File: src/rtl/dsd_pkg.sv
package dsd_pkg;

    typedef enum logic [3:0] {
        CYC_NONE    = 4'd0,
        CYC_READ    = 4'd1,
        CYC_EWR     = 4'd2,
        CYC_RMW     = 4'd3,
        CYC_PG_READ = 4'd4,
        CYC_PG_EWR  = 4'd5,
        CYC_PG_RMW  = 4'd6,
        CYC_ROR     = 4'd7,
        CYC_CBR     = 4'd8,
        CYC_HIDDEN  = 4'd9,
        CYC_SELF    = 4'd10,
        CYC_TEST    = 4'd11
    } cyc_e;

    typedef enum logic [2:0] {
        ST_IDLE,
        ST_ROW,
        ST_COL,
        ST_HOLDCAS,
        ST_CBR_ARM,
        ST_REFRESH
    } st_e;

endpackage

File: src/rtl/strobe_sync.sv
module strobe_sync #(
    parameter int           W       = 1,
    parameter int           STAGES  = 2,
    parameter logic [W-1:0] RST_VAL = '0
) (
    input  logic         clk,
    input  logic         rst_n,
    input  logic [W-1:0] d,
    output logic [W-1:0] q
);

    logic [STAGES-1:0][W-1:0] pipe;

    always_ff @(posedge clk or negedge rst_n) begin
        if (!rst_n) begin
            pipe <= {STAGES{RST_VAL}};
        end else begin
            pipe[0] <= d;
            for (int i = 1; i < STAGES; i++) begin
                pipe[i] <= pipe[i-1];
            end
        end
    end

    assign q = pipe[STAGES-1];

endmodule

File: src/rtl/ref_row_ctr.sv
module ref_row_ctr #(
    parameter int W = 12
) (
    input  logic         clk,
    input  logic         rst_n,
    input  logic         inc,
    output logic [W-1:0] q
);

    always_ff @(posedge clk or negedge rst_n) begin
        if (!rst_n) begin
            q <= '0;
        end else if (inc) begin
            q <= q + W'(1);
        end
    end

endmodule

File: src/rtl/hold_timer.sv
module hold_timer #(
    parameter int LIMIT = 20000
) (
    input  logic clk,
    input  logic rst_n,
    input  logic clr,
    input  logic en,
    output logic hit
);

    localparam int            TW   = $clog2(LIMIT + 1);
    localparam logic [TW-1:0] LAST = TW'(LIMIT - 1);

    logic [TW-1:0] cnt;

    always_ff @(posedge clk or negedge rst_n) begin
        if (!rst_n) begin
            cnt <= '0;
        end else if (clr) begin
            cnt <= '0;
        end else if (en && cnt != LAST) begin
            cnt <= cnt + TW'(1);
        end
    end

    assign hit = en && (cnt == LAST);

endmodule

File: src/rtl/dram_strobe_decoder.sv
module dram_strobe_decoder
    import dsd_pkg::*;
#(
    parameter int ADDR_W   = 13,
    parameter int REF_W    = 12,
    parameter int SYNC_STG = 2,
    parameter int SELF_CYC = 20000
) (
    input  logic              clk,
    input  logic              rst_n,
    input  logic              ras_n,
    input  logic              cas_n,
    input  logic              we_n,
    input  logic              oe_n,
    input  logic [ADDR_W-1:0] addr,
    output logic              cyc_valid,
    output logic [3:0]        cyc_type,
    output logic [ADDR_W-1:0] row_addr,
    output logic [ADDR_W-1:0] col_addr,
    output logic [REF_W-1:0]  ref_row,
    output logic              dq_oe
);

    localparam int NSTB = 4;

    // synchronized strobes (active low) and address
    logic [NSTB-1:0]   s_n;
    logic [ADDR_W-1:0] a_s;

    strobe_sync #(.W(NSTB), .STAGES(SYNC_STG), .RST_VAL({NSTB{1'b1}})) u_sync_stb (
        .clk   (clk),
        .rst_n (rst_n),
        .d     ({ras_n, cas_n, we_n, oe_n}),
        .q     (s_n)
    );

    strobe_sync #(.W(ADDR_W), .STAGES(SYNC_STG), .RST_VAL('0)) u_sync_adr (
        .clk   (clk),
        .rst_n (rst_n),
        .d     (addr),
        .q     (a_s)
    );

    logic ras, cas, we, oe;
    assign ras = ~s_n[3];
    assign cas = ~s_n[2];
    assign we  = ~s_n[1];
    assign oe  = ~s_n[0];

    // state and flags
    st_e               st, st_nx;
    logic              rd_q, page_q, wr_q, sd_q, we_q;
    logic [ADDR_W-1:0] row_q, col_q;
    logic [REF_W-1:0]  ref_q;
    logic              valid_q;
    cyc_e              type_q;

    // decisions of the current sample
    logic ev;
    cyc_e ev_t;
    logic lat_row, lat_col, ref_cnt, ref_row_src, cnt_inc, tmr_clr;
    logic set_rd, clr_rd, set_page, clr_page, set_wr, clr_wr, set_sd, clr_sd;

    logic [REF_W-1:0] cnt_q;
    logic             tmr_hit;

    ref_row_ctr #(.W(REF_W)) u_ctr (
        .clk   (clk),
        .rst_n (rst_n),
        .inc   (cnt_inc),
        .q     (cnt_q)
    );

    hold_timer #(.LIMIT(SELF_CYC)) u_tmr (
        .clk   (clk),
        .rst_n (rst_n),
        .clr   (tmr_clr),
        .en    (st == ST_REFRESH),
        .hit   (tmr_hit)
    );

    // next state and cycle classification
    always_comb begin
        st_nx       = st;
        ev          = 1'b0;
        ev_t        = CYC_NONE;
        lat_row     = 1'b0;
        lat_col     = 1'b0;
        ref_cnt     = 1'b0;
        ref_row_src = 1'b0;
        cnt_inc     = 1'b0;
        tmr_clr     = 1'b0;
        set_rd      = 1'b0;
        clr_rd      = 1'b0;
        set_page    = 1'b0;
        clr_page    = 1'b0;
        set_wr      = 1'b0;
        clr_wr      = 1'b0;
        set_sd      = 1'b0;
        clr_sd      = 1'b0;
        unique case (st)
            ST_IDLE: begin
                if (ras) begin
                    lat_row  = 1'b1;
                    clr_page = 1'b1;
                    if (cas) begin
                        // same-sample fall: row first, then the column
                        lat_col = 1'b1;
                        ev      = 1'b1;
                        ev_t    = we ? CYC_EWR : CYC_READ;
                        set_wr  = we;
                        clr_wr  = ~we;
                        set_rd  = ~we;
                        clr_rd  = we;
                        st_nx   = ST_COL;
                    end else begin
                        st_nx = ST_ROW;
                    end
                end else if (cas) begin
                    st_nx = ST_CBR_ARM;
                end
            end
            ST_ROW: begin
                if (!ras) begin
                    if (!page_q) begin
                        ev          = 1'b1;
                        ev_t        = CYC_ROR;
                        ref_row_src = 1'b1;
                    end
                    clr_rd = 1'b1;
                    st_nx  = ST_IDLE;
                end else if (cas) begin
                    lat_col = 1'b1;
                    ev      = 1'b1;
                    if (we) begin
                        ev_t = page_q ? CYC_PG_EWR : CYC_EWR;
                    end else begin
                        ev_t = page_q ? CYC_PG_READ : CYC_READ;
                    end
                    set_wr = we;
                    clr_wr = ~we;
                    set_rd = ~we;
                    clr_rd = we;
                    st_nx  = ST_COL;
                end
            end
            ST_COL: begin
                if (!ras) begin
                    if (cas) begin
                        st_nx = ST_HOLDCAS;
                    end else begin
                        clr_rd = 1'b1;
                        st_nx  = ST_IDLE;
                    end
                end else if (!cas) begin
                    clr_rd   = 1'b1;
                    set_page = 1'b1;
                    st_nx    = ST_ROW;
                end else if (we && !we_q && !wr_q) begin
                    ev     = 1'b1;
                    ev_t   = page_q ? CYC_PG_RMW : CYC_RMW;
                    set_wr = 1'b1;
                    clr_rd = 1'b1;
                end
            end
            ST_HOLDCAS: begin
                if (!cas) begin
                    clr_rd = 1'b1;
                    st_nx  = ST_IDLE;
                end else if (ras) begin
                    ev      = 1'b1;
                    ev_t    = CYC_HIDDEN;
                    ref_cnt = 1'b1;
                    cnt_inc = 1'b1;
                    tmr_clr = 1'b1;
                    clr_sd  = 1'b1;
                    st_nx   = ST_REFRESH;
                end
            end
            ST_CBR_ARM: begin
                if (!cas) begin
                    clr_rd = 1'b1;
                    st_nx  = ST_IDLE;
                end else if (ras) begin
                    ev      = 1'b1;
                    clr_rd  = 1'b1;
                    tmr_clr = 1'b1;
                    if (we) begin
                        ev_t   = CYC_TEST;
                        set_sd = 1'b1;
                    end else begin
                        ev_t    = CYC_CBR;
                        ref_cnt = 1'b1;
                        cnt_inc = 1'b1;
                        clr_sd  = 1'b1;
                    end
                    st_nx = ST_REFRESH;
                end
            end
            ST_REFRESH: begin
                if (!ras) begin
                    if (cas) begin
                        st_nx = ST_CBR_ARM;
                    end else begin
                        clr_rd = 1'b1;
                        st_nx  = ST_IDLE;
                    end
                end else if (tmr_hit && !sd_q) begin
                    ev     = 1'b1;
                    ev_t   = CYC_SELF;
                    clr_rd = 1'b1;
                    set_sd = 1'b1;
                end
            end
            default: st_nx = ST_IDLE;
        endcase
    end

    // state register
    always_ff @(posedge clk or negedge rst_n) begin
        if (!rst_n) begin
            st <= ST_IDLE;
        end else begin
            st <= st_nx;
        end
    end

    // outputs and flags
    always_ff @(posedge clk or negedge rst_n) begin
        if (!rst_n) begin
            valid_q <= 1'b0;
            type_q  <= CYC_NONE;
            row_q   <= '0;
            col_q   <= '0;
            ref_q   <= '0;
            rd_q    <= 1'b0;
            page_q  <= 1'b0;
            wr_q    <= 1'b0;
            sd_q    <= 1'b0;
            we_q    <= 1'b0;
        end else begin
            valid_q <= ev;
            type_q  <= ev ? ev_t : CYC_NONE;
            we_q    <= we;
            if (lat_row) row_q <= a_s;
            if (lat_col) col_q <= a_s;
            if (ref_cnt) begin
                ref_q <= cnt_q;
            end else if (ref_row_src) begin
                ref_q <= row_q[REF_W-1:0];
            end
            if (set_rd) begin
                rd_q <= 1'b1;
            end else if (clr_rd) begin
                rd_q <= 1'b0;
            end
            if (set_page) begin
                page_q <= 1'b1;
            end else if (clr_page) begin
                page_q <= 1'b0;
            end
            if (set_wr) begin
                wr_q <= 1'b1;
            end else if (clr_wr) begin
                wr_q <= 1'b0;
            end
            if (set_sd) begin
                sd_q <= 1'b1;
            end else if (clr_sd) begin
                sd_q <= 1'b0;
            end
        end
    end

    assign cyc_valid = valid_q;
    assign cyc_type  = type_q;
    assign row_addr  = row_q;
    assign col_addr  = col_q;
    assign ref_row   = ref_q;
    assign dq_oe     = rd_q & oe;

endmodule

File: config.mk
export PLATFORM = sky130hd
export DESIGN_NAME = dram_strobe_decoder
export DESIGN_NICKNAME = d
export VERILOG_FILES = /design/src/rtl/dsd_pkg.sv /design/src/rtl/strobe_sync.sv /design/src/rtl/ref_row_ctr.sv /design/src/rtl/hold_timer.sv /design/src/rtl/dram_strobe_decoder.sv
export SDC_FILE = /design/constraint.sdc
export NUM_CORES = 1
export LEC_CHECK = 0
export BUFFER_PORTS_ARGS = -buffer_cell sky130_fd_sc_hd__buf_2
export CORE_ASPECT_RATIO = 1.2
export CORE_MARGIN = 4
export CORE_UTILIZATION = 45
export DETAILED_ROUTE_END_ITERATION = 12
export PLACE_DENSITY = 0.69
export SETUP_SLACK_MARGIN = 0.15
export SLEW_MARGIN = 10
export SYNTH_ARGS = -nofsm -noshare
export SYNTH_HDL_FRONTEND = slang
export SYNTH_HIERARCHICAL = 1
export SYNTH_SLANG_ARGS = --single-unit
File: constraint.sdc
create_clock -name clk -period 2.2 [get_ports clk]
set_clock_uncertainty 0.2 [all_clocks]
set_input_delay 0.44 -clock clk [delete_from_list [all_inputs] [get_ports clk]]
set_output_delay 0.44 -clock clk [all_outputs]
set_load 0.03 [all_outputs]
==> Word-level counts from Yosys, hierarchy flattened <==
Cells that the tools add are included.
{ "op_classes": {"add_sub_neg": 2, "n_eq_ne": 12, "muxes": 87, "bitwise": 3, "n_reduce_logical": 18} }
{ "op_table": {"columns": ["cell", "count"], "rows": [
  ["3-bit 2-to-1 mux", 19],
  ["1-bit 2-to-1 mux", 43],
  ["4-bit 2-to-1 mux", 8],
  ["15-bit 2-to-1 mux", 2],
  ["12-bit 2-to-1 mux", 2],
  ["4-bit one-hot mux with 6 select lines", 1],
  ["15-bit by 1-bit adder with 15-bit output (second input constant)", 1],
  ["15-bit == test (second input constant)", 1],
  ["15-bit inequality test (second input constant)", 1],
  ["3-bit one-hot mux with 5 select lines", 1],
  ["12-bit by 1-bit adder with 12-bit output (second input constant)", 1],
  ["2-bit 2-to-1 mux", 6],
  ["2-bit nonzero test", 6],
  ["3-bit by 2-bit == test with 1-bit output (second input constant)", 2],
  ["3-bit == test (second input constant)", 2],
  ["3-bit inequality test (second input constant)", 2],
  ["1-bit one-hot mux with 2 select lines", 3],
  ["1-bit one-hot mux with 6 select lines", 1],
  ["1-bit logical AND", 5],
  ["1-bit one-hot mux with 5 select lines", 1],
  ["5-bit AND reduction", 1],
  ["2-bit OR reduction", 2],
  ["3-bit by 1-bit == test with 1-bit output (second input constant)", 1],
  ["1-bit logical NOT", 3],
  ["6 further kinds", 7]
]} }
{ "totals": {"ff_bits": 112, "input_bits": 19, "output_inout_bits": 44, "elab_cells": 139} }

==> Longest topological paths before layout <==
Gate-level depths: netlist (run 1).
{ "depth": {"depth_word": 9, "mapped_depth": 10, "ltp_nobuf": 8} }

==> Hierarchy <==
Netlist (run 1), hierarchy kept.
{ "modules_own_cells": {"columns": ["module", "n_inst", "cells_per_inst", "area_per_inst_um2", "seq_area_each_um2"], "rows": [
  ["dram_strobe_decoder", 1, 230, 2422.3, 1276.2],
  ["hold_timer", 1, 86, 818.3, 375.4],
  ["strobe_sync at u_sync_adr", 1, 39, 748.2, 650.6],
  ["ref_row_ctr", 1, 44, 541.8, 300.3],
  ["strobe_sync at u_sync_stb", 1, 12, 240.2, 210.2]
]} }

==> Least setup slack after synthesis (run 1) <==
OpenSTA, ideal clock, no wires.
{ "synth_path": {"path_type": "register to register", "startpoint": "register u_sync_stb.pipe, in the netlist u_sync_stb/q[3]", "endpoint": "register u_ctr.q[11]", "setup_time_ns": 0.079, "t_arrival_ns": 1.989, "required_time_ns": 1.921, "slack_ns": -0.068, "stages_incl_launch_ff": 11, "n_path_buf": 4, "synth_period_minus_slack_ns": 2.268, "cell_sequence": "dfstp_2 buf_4 or2_1 buf_2 a21o_1 buf_2 buf_6 inv_1 nand4_4 nor4_4 xor2_1"} }
{ "synth_via": {"elab_chain_cells": 3, "elab_cells_between_ends": 5, "cone_classes": "5 x mux"} }
{ "synth_lines": {"columns": ["item", "line_no", "rtl"], "rows": [
  ["from (decl)", "strobe_sync.sv:12", "logic [STAGES-1:0][W-1:0] pipe;"],
  ["from (signal assigned)", "strobe_sync.sv:16", "pipe <= {STAGES{RST_VAL}};"],
  ["from (signal, indexed assignment)", "strobe_sync.sv:20", "pipe[i] <= pipe[i-1];"],
  ["1-bit 2-to-1 mux (on tied branches) (2 in series)", null, null],
  ["1-bit one-hot mux with 2 select lines (*)", null, null],
  ["via clr_sd", "dram_strobe_decoder.sv:62", "logic set_rd, clr_rd, set_page, clr_page, set_wr, clr_wr, set_sd, clr_sd;"],
  ["to (signal assigned)", "ref_row_ctr.sv:14", "q <= q + W'(1);"],
  ["to (decl)", "ref_row_ctr.sv:7", "output logic [W-1:0] q"]
]} }
The timed path passes the listed nets; every way through them passes the cells marked *.
A chain may end at the register's enable or synchronous reset.

==> Worst setup path in the final report (run 1) <==
{ "layout_path": {"startpoint": "register u_tmr.cnt[0]", "endpoint": "register type_q[1], in the netlist cyc_type[1]"} }
{ "layout_via": {"elab_chain_cells": 7, "elab_cells_between_ends": 10, "cone_classes": "1 x eq/ne; 7 x mux; 2 x reduce/logical"} }
{ "layout_lines": {"columns": ["item", "line_no", "rtl"], "rows": [
  ["from (decl)", "hold_timer.sv:14", "logic [TW-1:0] cnt;"],
  ["from (signal assigned)", "hold_timer.sv:22", "cnt <= cnt + TW'(1);"],
  ["15-bit == test (*)", "hold_timer.sv:26", "assign hit = en && (cnt == LAST);"],
  ["1-bit logical AND (*)", "hold_timer.sv:26", null],
  ["via tmr_hit", "dram_strobe_decoder.sv:65", "logic tmr_hit;"],
  ["1-bit logical AND (*)", "dram_strobe_decoder.sv:208", "end else if (tmr_hit && !sd_q) begin"],
  ["4-bit 2-to-1 mux or 1-bit 2-to-1 mux (tied branches)", "dram_strobe_decoder.sv:208", null],
  ["4-bit 2-to-1 mux or 1-bit 2-to-1 mux (tied branches)", "dram_strobe_decoder.sv:201", "if (!ras) begin"],
  ["4-bit one-hot mux with 6 select lines or 1-bit one-hot mux with 5 select lines (tied branches)", "dram_strobe_decoder.sv:101", "unique case (st)"],
  ["4-bit 2-to-1 mux (*)", "dram_strobe_decoder.sv:243", "type_q <= ev ? ev_t : CYC_NONE;"],
  ["to (signal assigned)", "dram_strobe_decoder.sv:243", null],
  ["to (decl)", "dram_strobe_decoder.sv:56", "cyc_e type_q;"]
]} }
Marks and branches as above.

==> results of run 1 <==
-- power by group through the flow --
stage / clock [mW] / combinational (mW) / sequential [mW]
2_1_floorplan: 0 / 0.675 / 3.35
3_3_place_gp: 0 / 1.72 / 2.82
3_5_place_dp: 0 / 1.74 / 2.83
4_1_cts: 1.64 / 1.78 / 2.80
5_1_grt: 1.72 / 1.98 / 2.85
6_report: 1.59 / 1.83 / 2.79
-- flip-flops by register name (all words and copies together) (netlist names), 3 cells and up --
name / count
u_ctr/q: 12
st: 3
ref_row: 12
row_addr: 13
u_sync_adr/q: 13
u_sync_stb/q: 4
u_sync_adr/pipe: 13
cyc_type: 4
u_tmr/cnt: 15
col_addr: 13
u_sync_stb/pipe: 4
-- cell type report --
class,count,share of cell area
inverters,9,0.00654
well taps,126,0.0275
flip-flops and latches,112,0.491
clock inverters,7,0.0129
repair buffers,104,0.122
clock buffers,9,0.0392
multi-input cells,254,0.302
-- through the flow --
stage / cells / setup WS, ps / hold WS [ps] / power (mW) / cell area, µm²
4_1_cts: 612 / 167 / 154 / 6.22 / 5630
2_1_floorplan: 411 / 84.5 / -55.6 / 4.02 / 4830
3_3_place_gp: 578 / 199 / 112 / 4.54 / 5150
5_1_grt: 621 / 67.5 / 157 / 6.55 / 5740
6_report: 621 / 226 / 152 / 6.20 / 5740
3_5_place_dp: 578 / 143 / 117 / 4.58 / 5150
-- cells by family (layout without fill, tap and decap cells) --
kind of cell             count (synthesis)  in the layout  share of synthesized area
AO/OA/AOI/OAI                           57             57                     0.0737
adder cells (fa/ha/maj)                  4              4                     0.0105
AND/OR/NAND/NOR                        147            147                      0.168
buffers and inverters                   45            129                     0.0627
flip-flops                             112            112                      0.590
multiplexers                            29             29                     0.0648
XOR/XNOR                                17             17                     0.0312
-- how the worst max path moves through the flow --
| stage | cells after the start | end | slack, ps |
|---|---|---|---|
| floorplan | 10 | u_ctr/q[7]$_DFFE_PN0P_ | 80 |
| CTS | 5 | u_tmr/cnt[2]$_DFFE_PN0P_ | 170 |
| global placement | 5 | u_tmr/cnt[4]$_DFFE_PN0P_ | 200 |
| global route | 7 | cyc_type[1]$_DFF_PN0_ | 70 |
| finish | 8 | cyc_type[1]$_DFF_PN0_ | 230 |
| detailed placement | 5 | u_tmr/cnt[2]$_DFFE_PN0P_ | 140 |
-- synthesized netlist by cell type (2+ instances only) --
library cell / n / area (µm²)
xnor2_1: 7 / 61.3
mux2i_1: 14 / 140
buf_6: 6 / 67.6
ha_1: 4 / 50.1
inv_1: 8 / 30.0
mux2_1: 9 / 101
nor4_4: 2 / 42.5
a31oi_1: 2 / 12.5
nor4b_1: 2 / 17.5
dfstp_2: 8 / 210
a21oi_1: 29 / 145
or3_2: 3 / 22.5
o31ai_1: 2 / 15.0
nor2_1: 30 / 113
o21ai_0: 8 / 40.0
a21o_1: 2 / 15.0
and3_1: 4 / 25.0
mux2_2: 6 / 67.6
xor2_1: 10 / 87.6
buf_4: 20 / 150
nor2b_1: 7 / 43.8
nand3_1: 11 / 55.1
buf_2: 8 / 40.0
nand4_1: 8 / 50.1
o32ai_1: 2 / 17.5
nand2b_1: 2 / 12.5
clkbuf_1: 2 / 7.51
nand2_1: 51 / 191
or3_1: 6 / 37.5
dfrtp_1: 104 / 2600
nor3_1: 8 / 40.0
-- critical path: cells and delay by family, from the launching register on --
kind            cells  cell delay, ps
simple gates        6             920
flops               1             440
fa+ha+maj           1             210
compound gates      1              90
-- per-layer routing --
metal	routed length [µm]	vias to the layer above
met4	106	0
met1	3830	1632
met2	4850	58
li1	-	1554
met5	0	-
met3	399	9
-- repair_timing --
action                                  in CTS  in global routing
buffers inserted                             0                  9
endpoints found under the setup margin       3                 15
hold buffers                                18                  0
resized for setup                            2                 10
pin swaps                                    0                  1
hold endpoints to repair                    31                  0
==> impl_results.md, run 1 <==
* Syn Std Cell Area at 4770 µm²
* Largest net degree at the start of global routing at 77
* Post-synthesis sequential area ratio at 0.590
* Core Region at 10200 µm²
* Slowest-stage cell, CP: dfrtp_2
* GRT busiest layer: met2
* Gate Count Post-Synth at 411
* Initial drt markers at 113
* Drt wl/cell at 14.8 µm
* Die Height at 121 µm
* Ys flop type: dfrtp_1
* Starting Density at 0.467
* ANT cells at 0
* Post-Route Utilization at 0.562
* Final Hold Fails at 0
* Commonest non-fill, non-tap cells in the layout: dfrtp_1, buf_2, nand2_1
* Startpoint types: flip-flop
* Share of cells above drive strength 1 at 0.303
* Syn nets at 434
* Syn avg cell area at 11.6 µm²
* FP Rows at 40
* PD cells at 1080 nW/µm²
* # setup viols final at 0
* FMAX at 507 MHz
* Vias per cell at 5.24
* CTS HTree Levels at 3
* GRT Total Usage at 0.159
* Tmin final at 1970 ps
* Die W at 102 µm
* Flops & latches, synth at 112
* CP Cell Sequence: ha_2 -> and3_4 -> nand4_1 -> nor2_1 -> nor2b_2 -> nand3_1 -> a21oi_1 -> or3_1
* Maximum fanout along the worst path at 5
* WP data arrival at 2000 ps
* Drt drc at 0
* Grt met1 use at 0.205
* Worst Max-Slew Pin Slew at 388 ps
* Area delta synth->final at 20.3%
* Routability Congestion at 0.826
* Sequential cell area at 2820 µm²
* R2r endpoint: cyc_type[1]$_DFF_PN0_
* Wirelength, routed at 9180 µm
* R2R Path Start: u_tmr/cnt[0]$_DFFE_PN0P_
* GR Util met3 at 0.0364
* Peak VDD IR at 646 µV
* Met2 usage at 0.261
* Min-Delay Endpoint: u_sync_adr/q[11]$_DFF_PN0_
* GRT overflow at 0
* Hold Path Cell Cnt at 0
* IO Count at 63
* Critical Path RT at 2220 ps
* Crit path from: u_tmr/cnt[0]$_DFFE_PN0P_
* HP Class: reg2reg
* Share of the cycle needed by the critical path after routing at 0.897
* R2r setup slk at 230 ps
* Multi-input logic area at 1730 µm²
* First-pass GRT wire length at 15700 µm
* Internal cell power at 3.93 mW
* Leading cell type in the layout, fill and taps excluded: dfrtp_1
* WS Path Type: reg2reg
* Vias in the first global route at 3302
* Outcome: completed
* Combinational fraction of design power at 0.294
* Vias at 3253
* Final nets at 513
* Die area at 12300 µm²
* P_leak at 2.78 nW
* Setup TNS Final at 0 ps
* Port bufs at 62
* Slew margin rel. at 0.742
* Psw at 2.27 mW
* FFs w/ async S/R, synth at 1.00
* Max-cap violation count at 0
* DRT antenna net count at 0
* DPL Wire Length at 6290 µm
* Switch share at 0.367
* CP peak stage delay at 440 ps
* Clock Latency Late Sink at 340 ps
* Drt pass-1 iters at 4
* Setup repair after global routing missed its margin: false
* Clock Power Share at 0.256
* Slew Viols, Final at 0
* Clk root buf: clkbuf_16
* CP endpoint kind: flip-flop
* CTS sink cnt at 112
* Initial antenna violation count at 0
* TritonCTS Buffers at 9
* Post-synth EDFFs at 0
* Hold wc startpoint: u_sync_adr/pipe[11]$_DFF_PN0_
* CTS tree: yes
* Max clock buf depth at 2
* Worst-path clk slew at 80 ps
* Filler cells at 853
* Count of cell types in the netlist at 57
* Worst R2R Path Depth at 8
* Flop pwr share at 0.449
* Syn. warnings at 6
Note: power is estimated with default switching activity, not from simulation.
==> run 2: changes to the inputs <==
--- a/config.mk
+++ b/config.mk
@@ -6,6 +6,7 @@
 export NUM_CORES = 1
 export LEC_CHECK = 0
 export BUFFER_PORTS_ARGS = -buffer_cell sky130_fd_sc_hd__buf_2
+export CAP_MARGIN = 20
 export CORE_ASPECT_RATIO = 1.2
 export CORE_MARGIN = 4
 export CORE_UTILIZATION = 45
@@ -15,5 +16,4 @@
 export SLEW_MARGIN = 10
 export SYNTH_ARGS = -nofsm -noshare
 export SYNTH_HDL_FRONTEND = slang
-export SYNTH_HIERARCHICAL = 1
 export SYNTH_SLANG_ARGS = --single-unit
==> run 2 against run 1 <==
Routed wire length increased by 3.4%. Synthesized cell count decreased by 6.8%. Setup slack got worse by 6.3 ps. Highest routed layer unchanged. Clock power about the same. Count of clock-buffer cells in the layout unchanged.
==> impl_results.md, run 2 <==
* Clock Latency Late Sink at 350 ps (was 340 ps)
* Syn Std Cell Area at 4620 µm² (was 4770 µm²)
* Drt wl/cell at 15.8 µm (was 14.8 µm)
* Share of cells above drive strength 1 at 0.303 (about the same)
* Starting Density at 0.461 (was 0.467)
* Largest area contributor in the netlist: dfrtp_1 (unchanged)
* Filler cells at 846 (was 853)
* Core Region at 10000 µm² (was 10200 µm²)
* # setup viols final at 0 (unchanged)
* Slew margin rel. at 0.697 (was 0.742)
* Syn avg cell area at 12.1 µm² (was 11.6 µm²)
* Syn. warnings at 0 (was 6)
* P_leak at 2.61 nW (was 2.78 nW)
* GRT busiest layer: met2 (unchanged)
* FFs w/ async S/R, synth at 1.00 (unchanged)
* WHS at 152 ps (about the same)
* Wirelength, routed at 9490 µm (was 9180 µm)
* Setup repair after global routing missed its margin: true (was false)
* Flops & latches, synth at 112 (unchanged)
* Synth top area share at 0.563 (was 0.546)
* Peak VDD IR at 582 µV (was 646 µV)
* Max reg flops at 15 (unchanged)
* Die Height at 119 µm (was 121 µm)
* Post-synth EDFFs at 0 (unchanged)
* PD cells at 1060 nW/µm² (was 1080 nW/µm²)
* Syn nets at 405 (was 434)
* Synth top cells by count: dfrtp_1, nand2_1, mux2_2, nor2_1, o21ai_0 (was dfrtp_1, nand2_1, nor2_1)
* IO Count at 63 (unchanged)
* Placed inst area at 5160 µm² (was 5150 µm²)
* Largest net degree at the start of global routing at 54 (was 77)
* Worst Max-Slew Pin Slew at 454 ps (was 388 ps)
* Die area at 12000 µm² (was 12300 µm²)
* Largest cells by area after synthesis: dfrtp_1, mux2_2, dfstp_2 (was dfrtp_1, dfstp_2, nand2_1)
* GRT overflow at 0 (unchanged)
* HP Class: reg2reg (unchanged)
* Placed instance count at 566 (was 578)
* CTS sink cnt at 112 (unchanged)
* TritonCTS Buffers at 9 (unchanged)
* Final Hold Fails at 0 (unchanged)
* Initial antenna violation count at 0 (unchanged)
* ANT cells at 0 (unchanged)
* Final instance area at 5680 µm² (was 5740 µm²)
* Clk root buf: clkbuf_16 (unchanged)
* CTS HTree Levels at 3 (unchanged)
* Critical Path RT at 2270 ps (was 2220 ps)
* Max-cap violation count at 0 (unchanged)
* CP endpoint kind: flip-flop (unchanged)
* DPL Wire Length at 6520 µm (was 6290 µm)
* Total power at 6.03 mW (was 6.20 mW)
* Vias per cell at 5.39 (was 5.24)
* GR Util met3 at 0.0463 (was 0.0364)
* Area delta synth->final at 22.9% (was 20.3%)
* Worst-path clk slew at 80 ps (about the same)
* Startpoint types: flip-flop (unchanged)
* FP Rows at 40 (unchanged)
* Vias at 3242 (was 3253)
* Multi-input logic area at 1720 µm² (was 1730 µm²)
* Drt pass-1 iters at 4 (unchanged)
* FMAX at 505 MHz (was 507 MHz)
* Gate Count Post-Synth at 383 (was 411)
* Final nets at 492 (was 513)
* Vias in the first global route at 3259 (was 3302)
* Grt met1 use at 0.214 (was 0.205)
* Top reg by flops: u_tmr.cnt (was u_tmr/cnt)
* Tmin final at 1980 ps (was 1970 ps)
* Top-count cell post-synth: dfrtp_1 (unchanged)
* Port bufs at 62 (unchanged)
* Leading cell type in the layout, fill and taps excluded: dfrtp_1 (unchanged)
* Routability Congestion at 0.839 (was 0.826)
* Share of the cycle needed by the critical path after routing at 0.900 (was 0.897)
* Ys flop type: dfrtp_1 (unchanged)
* Drt drc at 0 (unchanged)
* Maximum fanout along the worst path at 8 (was 5)
* Initial drt markers at 145 (was 113)
* DRT antenna net count at 0 (unchanged)
* Slew Viols, Final at 0 (unchanged)
* WS Path Type: reg2reg (unchanged)
* GRT Total Usage at 0.170 (was 0.159)
* Count of cell types in the netlist at 59 (was 57)
* Setup TNS Final at 0 ps (unchanged)
* Max clock buf depth at 2 (unchanged)
* First-pass GRT wire length at 16100 µm (was 15700 µm)
* Commonest non-fill, non-tap cells in the layout: dfrtp_1, buf_2, nand2_1 (unchanged)
* Met2 usage at 0.284 (was 0.261)
* CTS tree: yes (unchanged)
* Post-synthesis sequential area ratio at 0.609 (was 0.590)
* Layout Cells excl Fill at 601 (was 621)
* Outcome: completed (unchanged)
* Sequential cell area at 2820 µm² (unchanged)
* Die W at 100 µm (was 102 µm)
* WP data arrival at 2050 ps (was 2000 ps)
==> run 2: path summary, 6_finish.rpt <==
check / end / cells after the start / slack, ps / start
hold reg to reg: u_sync_adr.q[2]$_DFF_PN0_ / 0 / 150 / u_sync_adr.pipe[2]$_DFF_PN0_
setup / recovery: u_ctr.q[11]$_DFFE_PN0P_ / 4 / 220 / u_sync_stb.q[1]$_DFF_PN1_
min in group asynchronous: u_tmr.cnt[13]$_DFFE_PN0P_ / 2 / 290 / rst_n
max in group asynchronous: u_sync_stb.q[3]$_DFF_PN1_ / 3 / 940 / rst_n
setup reg to reg: u_ctr.q[11]$_DFFE_PN0P_ / 4 / 220 / u_sync_stb.q[1]$_DFF_PN1_
hold / removal: u_sync_adr.q[2]$_DFF_PN0_ / 0 / 150 / u_sync_adr.pipe[2]$_DFF_PN0_
==> run 2: layout make-up <==
cell class              count  area share
well taps                 126      0.0278
multi-input cells         244       0.302
clock inverters             7      0.0132
inverters                   8     0.00529
repair buffers             95       0.115
clock buffers               9      0.0397
flip-flops and latches    112       0.496
==> run 2: kinds of logic (layout without fill, tap and decap cells) <==
| kind of cell | after synthesis | in the layout | synth area share |
|---|---|---|---|
| compound gates | 68 | 68 | 0.0983 |
| mux | 31 | 31 | 0.0742 |
| xor+xnor | 17 | 17 | 0.0322 |
| buf+inv | 27 | 119 | 0.0257 |
| fa+ha+maj | 3 | 3 | 0.00813 |
| simple gates | 125 | 125 | 0.152 |
| flops | 112 | 112 | 0.609 |
==> run 2: worst max-delay path, cell delays in order (launching register included) <==
cell	delay [ps]
dfstp_2	620
and4bb_2	320
o211ai_1	180
nor4_1	400
xor2_1	190
==> run 2: timing repair <==
| item | in CTS | in global routing |
|---|---|---|
| hold endpoints to repair | 31 | 0 |
| endpoints found under the setup margin | 1 | 23 |
| hold buffers | 18 | 0 |
| gates resized for setup | 1 | 6 |
| setup buffers | 0 | 1 |
==> run 2: metal layers <==
| metal | vias up | wire length (µm) |
|---|---|---|
| met2 | 72 | 4960 |
| li1 | 1540 | - |
| met1 | 1617 | 3930 |
| met4 | 0 | 203 |
| met3 | 13 | 406 |
| met5 | - | 0 |
==> run 2: through the flow <==
stage	worst slack [ps]	util
after floorplan	335	-
after global placement	262	0.516
after detailed placement	176	0.516
after CTS	161	0.564
after global routing	112	0.567
final	220	0.567
==> run 2: where the power goes <==
part	internal [mW]	total, mW	leakage, nW	switching [mW]
registers	2.45	2.74	1.37	0.287
clock network	0.804	1.59	0.148	0.790
logic	0.623	1.70	1.09	1.08
==> run 3: changes to the inputs <==
--- a/config.mk
+++ b/config.mk
@@ -11,7 +11,7 @@
 export CORE_MARGIN = 4
 export CORE_UTILIZATION = 45
 export DETAILED_ROUTE_END_ITERATION = 12
-export PLACE_DENSITY = 0.69
+export PLACE_DENSITY = 0.67
 export SETUP_SLACK_MARGIN = 0.15
 export SLEW_MARGIN = 10
 export SYNTH_ARGS = -nofsm -noshare
==> run 3 against run 2 <==
Clock power increased by 14%. Sequential power barely moved. Count of clock-buffer cells in the layout unchanged. Largest power group unchanged. Critical path type unchanged. Final cell count unchanged. Via count is 0.25% lower.
==> impl_results.md, run 3 (synthesis gave the netlist of run 2 again) <==
* Outcome: completed (unchanged)
* WHS at 152 ps (about the same)
* Switch share at 0.345 (was 0.357)
* Slew Viols, Final at 0 (unchanged)
* Setup repair after global routing missed its margin: false (was true)
* Startpoint types: flip-flop (unchanged)
* Area delta synth->final at 23.6% (was 22.9%)
* Maximum fanout along the worst path at 16 (was 8)
* Top reg by flops: u_tmr.cnt (unchanged)
* Tmin final at 2010 ps (was 1980 ps)
* Max clock buf depth at 2 (unchanged)
* GRT Total Usage at 0.171 (was 0.170)
* Core Region at 10000 µm² (unchanged)
* GRT busiest layer: met2 (unchanged)
* Psw at 2.15 mW (about the same)
* Worst R2R Path Depth at 4 (unchanged)
* FP Rows at 40 (unchanged)
* CTS sink cnt at 112 (unchanged)
* GRT overflow at 0 (unchanged)
* Die Height at 119 µm (unchanged)
* R2R Path Start: u_sync_stb.q[3]$_DFF_PN1_ (was u_sync_stb.q[1]$_DFF_PN1_)
* Initial antenna violation count at 0 (unchanged)
* Drt drc at 0 (unchanged)
* Peak VDD IR at 761 µV (was 582 µV)
* Max-cap violation count at 0 (unchanged)
* Initial drt markers at 114 (was 145)
* Clock Power Share at 0.291 (was 0.264)
* Final Hold Fails at 0 (unchanged)
* Flop pwr share at 0.440 (was 0.454)
* Die W at 100 µm (unchanged)
* IO Count at 63 (unchanged)
* R2r endpoint: u_ctr.q[11]$_DFFE_PN0P_ (unchanged)
* Port bufs at 62 (unchanged)
* Grt met1 use at 0.215 (was 0.214)
* Internal cell power at 4.09 mW (was 3.88 mW)
* First-pass GRT wire length at 16400 µm (was 16100 µm)
* GR Util met3 at 0.0240 (was 0.0463)
* Crit path from: u_sync_stb.q[3]$_DFF_PN1_ (was u_sync_stb.q[1]$_DFF_PN1_)
* Drt wl/cell at 16.2 µm (was 15.8 µm)
* Vias per cell at 5.38 (was 5.39)
* Hold wc startpoint: u_sync_adr.pipe[6]$_DFF_PN0_ (was u_sync_adr.pipe[2]$_DFF_PN0_)
* Largest net degree at the start of global routing at 61 (was 54)
* Vias in the first global route at 3379 (was 3259)
* CTS tree: yes (unchanged)
* P_leak at 2.61 nW (about the same)
* Combinational fraction of design power at 0.269 (was 0.282)
* Critical Path RT at 2270 ps (about the same)
* PD cells at 1090 nW/µm² (was 1060 nW/µm²)
* Wirelength, routed at 9710 µm (was 9490 µm)
* Min-Delay Endpoint: u_sync_adr.q[6]$_DFF_PN0_ (was u_sync_adr.q[2]$_DFF_PN0_)
* DPL Wire Length at 6590 µm (was 6520 µm)
* CTS HTree Levels at 3 (unchanged)
* # setup viols final at 0 (unchanged)
* DRT antenna net count at 0 (unchanged)
* Met2 usage at 0.296 (was 0.284)
* Final nets at 492 (unchanged)
* Vias at 3234 (was 3242)
* HP Class: reg2reg (unchanged)
* Commonest non-fill, non-tap cells in the layout: dfrtp_1, buf_2, nand2_1 (unchanged)
* R2r setup slk at 190 ps (was 220 ps)
* Die area at 12000 µm² (unchanged)
* Slew margin rel. at 0.675 (was 0.697)
* FMAX at 498 MHz (was 505 MHz)
* Drt pass-1 iters at 4 (unchanged)
* Worst Max-Slew Pin Slew at 487 ps (was 454 ps)
* Share of the cycle needed by the critical path after routing at 0.913 (was 0.900)
* CP endpoint kind: flip-flop (unchanged)
* WP data arrival at 2080 ps (was 2050 ps)
* Setup Fix Bufs, Post-CTS at 0 (unchanged)
* Routability Congestion at 0.883 (was 0.839)
* Clk root buf: clkbuf_16 (unchanged)
* Starting Density at 0.461 (unchanged)
* TritonCTS Buffers at 9 (unchanged)
* Setup TNS Final at 0 ps (unchanged)
* Worst-path clk slew at 80 ps (about the same)
* Filler cells at 857 (was 846)
* Clock Latency Late Sink at 340 ps (was 350 ps)
* Hold Path Cell Cnt at 0 (unchanged)
* Share of cells above drive strength 1 at 0.305 (was 0.303)
* ANT cells at 0 (unchanged)
* WS Path Type: reg2reg (unchanged)
* Max reg flops at 15 (unchanged)
* Leading cell type in the layout, fill and taps excluded: dfrtp_1 (unchanged)
## run 3: through the flow
step | cells | setup slack, ps | instance area [µm²] | power (mW) | utilization
CTS | 601 | 160 | 5690 | 6.31 | 0.569
floorplan | 383 | 335 | 4620 | 3.86 | -
detailed placement | 567 | 65.2 | 5170 | 4.44 | 0.517
finish | 601 | 192 | 5710 | 6.24 | 0.570
global route | 601 | 92.9 | 5710 | 6.56 | 0.570
global placement | 567 | 164 | 5170 | 4.40 | 0.517
## run 3: layout make-up
type	count	area, µm²	share of cell area
Clock inverter	7	110	0.0193
Sequential cell	112	2820	0.494
Timing Repair Buffer	95	656	0.115
Tap cell	126	158	0.0276
Inverter	8	30.0	0.00526
Multi-Input combinational cell	244	1710	0.299
Clock buffer	9	225	0.0395
## run 3: worst max path at each step
stage	to	slack, ps	cells after the start
floorplan	row_addr[10]$_DFFE_PN0P_	340	4
global placement	u_ctr.q[11]$_DFFE_PN0P_	160	4
detailed placement	u_ctr.q[11]$_DFFE_PN0P_	70	4
CTS	ref_row[8]$_DFFE_PN0P_	160	4
global route	ref_row[1]$_DFFE_PN0P_	90	5
finish	u_ctr.q[11]$_DFFE_PN0P_	190	4
## run 3: power groups by stage
stage | logic (mW) | registers, mW | clock network (mW)
after CTS | 1.70 | 2.75 | 1.86
after global routing | 1.82 | 2.80 | 1.94
final | 1.68 | 2.74 | 1.82
after detailed placement | 1.66 | 2.78 | 0
after global placement | 1.63 | 2.77 | 0
after floorplan | 0.592 | 3.27 | 0
## run 3: routing by layer
| layer | part of all wire | up-vias |
|---|---|---|
| met5 | 0 | - |
| met4 | 0.014 | 0 |
| met3 | 0.030 | 9 |
| met2 | 0.52 | 62 |
| met1 | 0.43 | 1614 |
| li1 | - | 1549 |
## run 3: timing repair
item | CTS | global route
hold buffers | 18 | 0
cloned | 0 | 0
setup endpoints to repair | 4 | 17
endpoints found under the hold margin | 33 | 0
gates resized for setup | 3 | 5
pin swaps | 0 | 0
## run 3: worst max-delay path, cell delays in order, from the launching register on
cell      delay [ps]
dfstp_4          550
nor2_2           340
o211ai_1         270
nor4_1           390
xor2_1           180
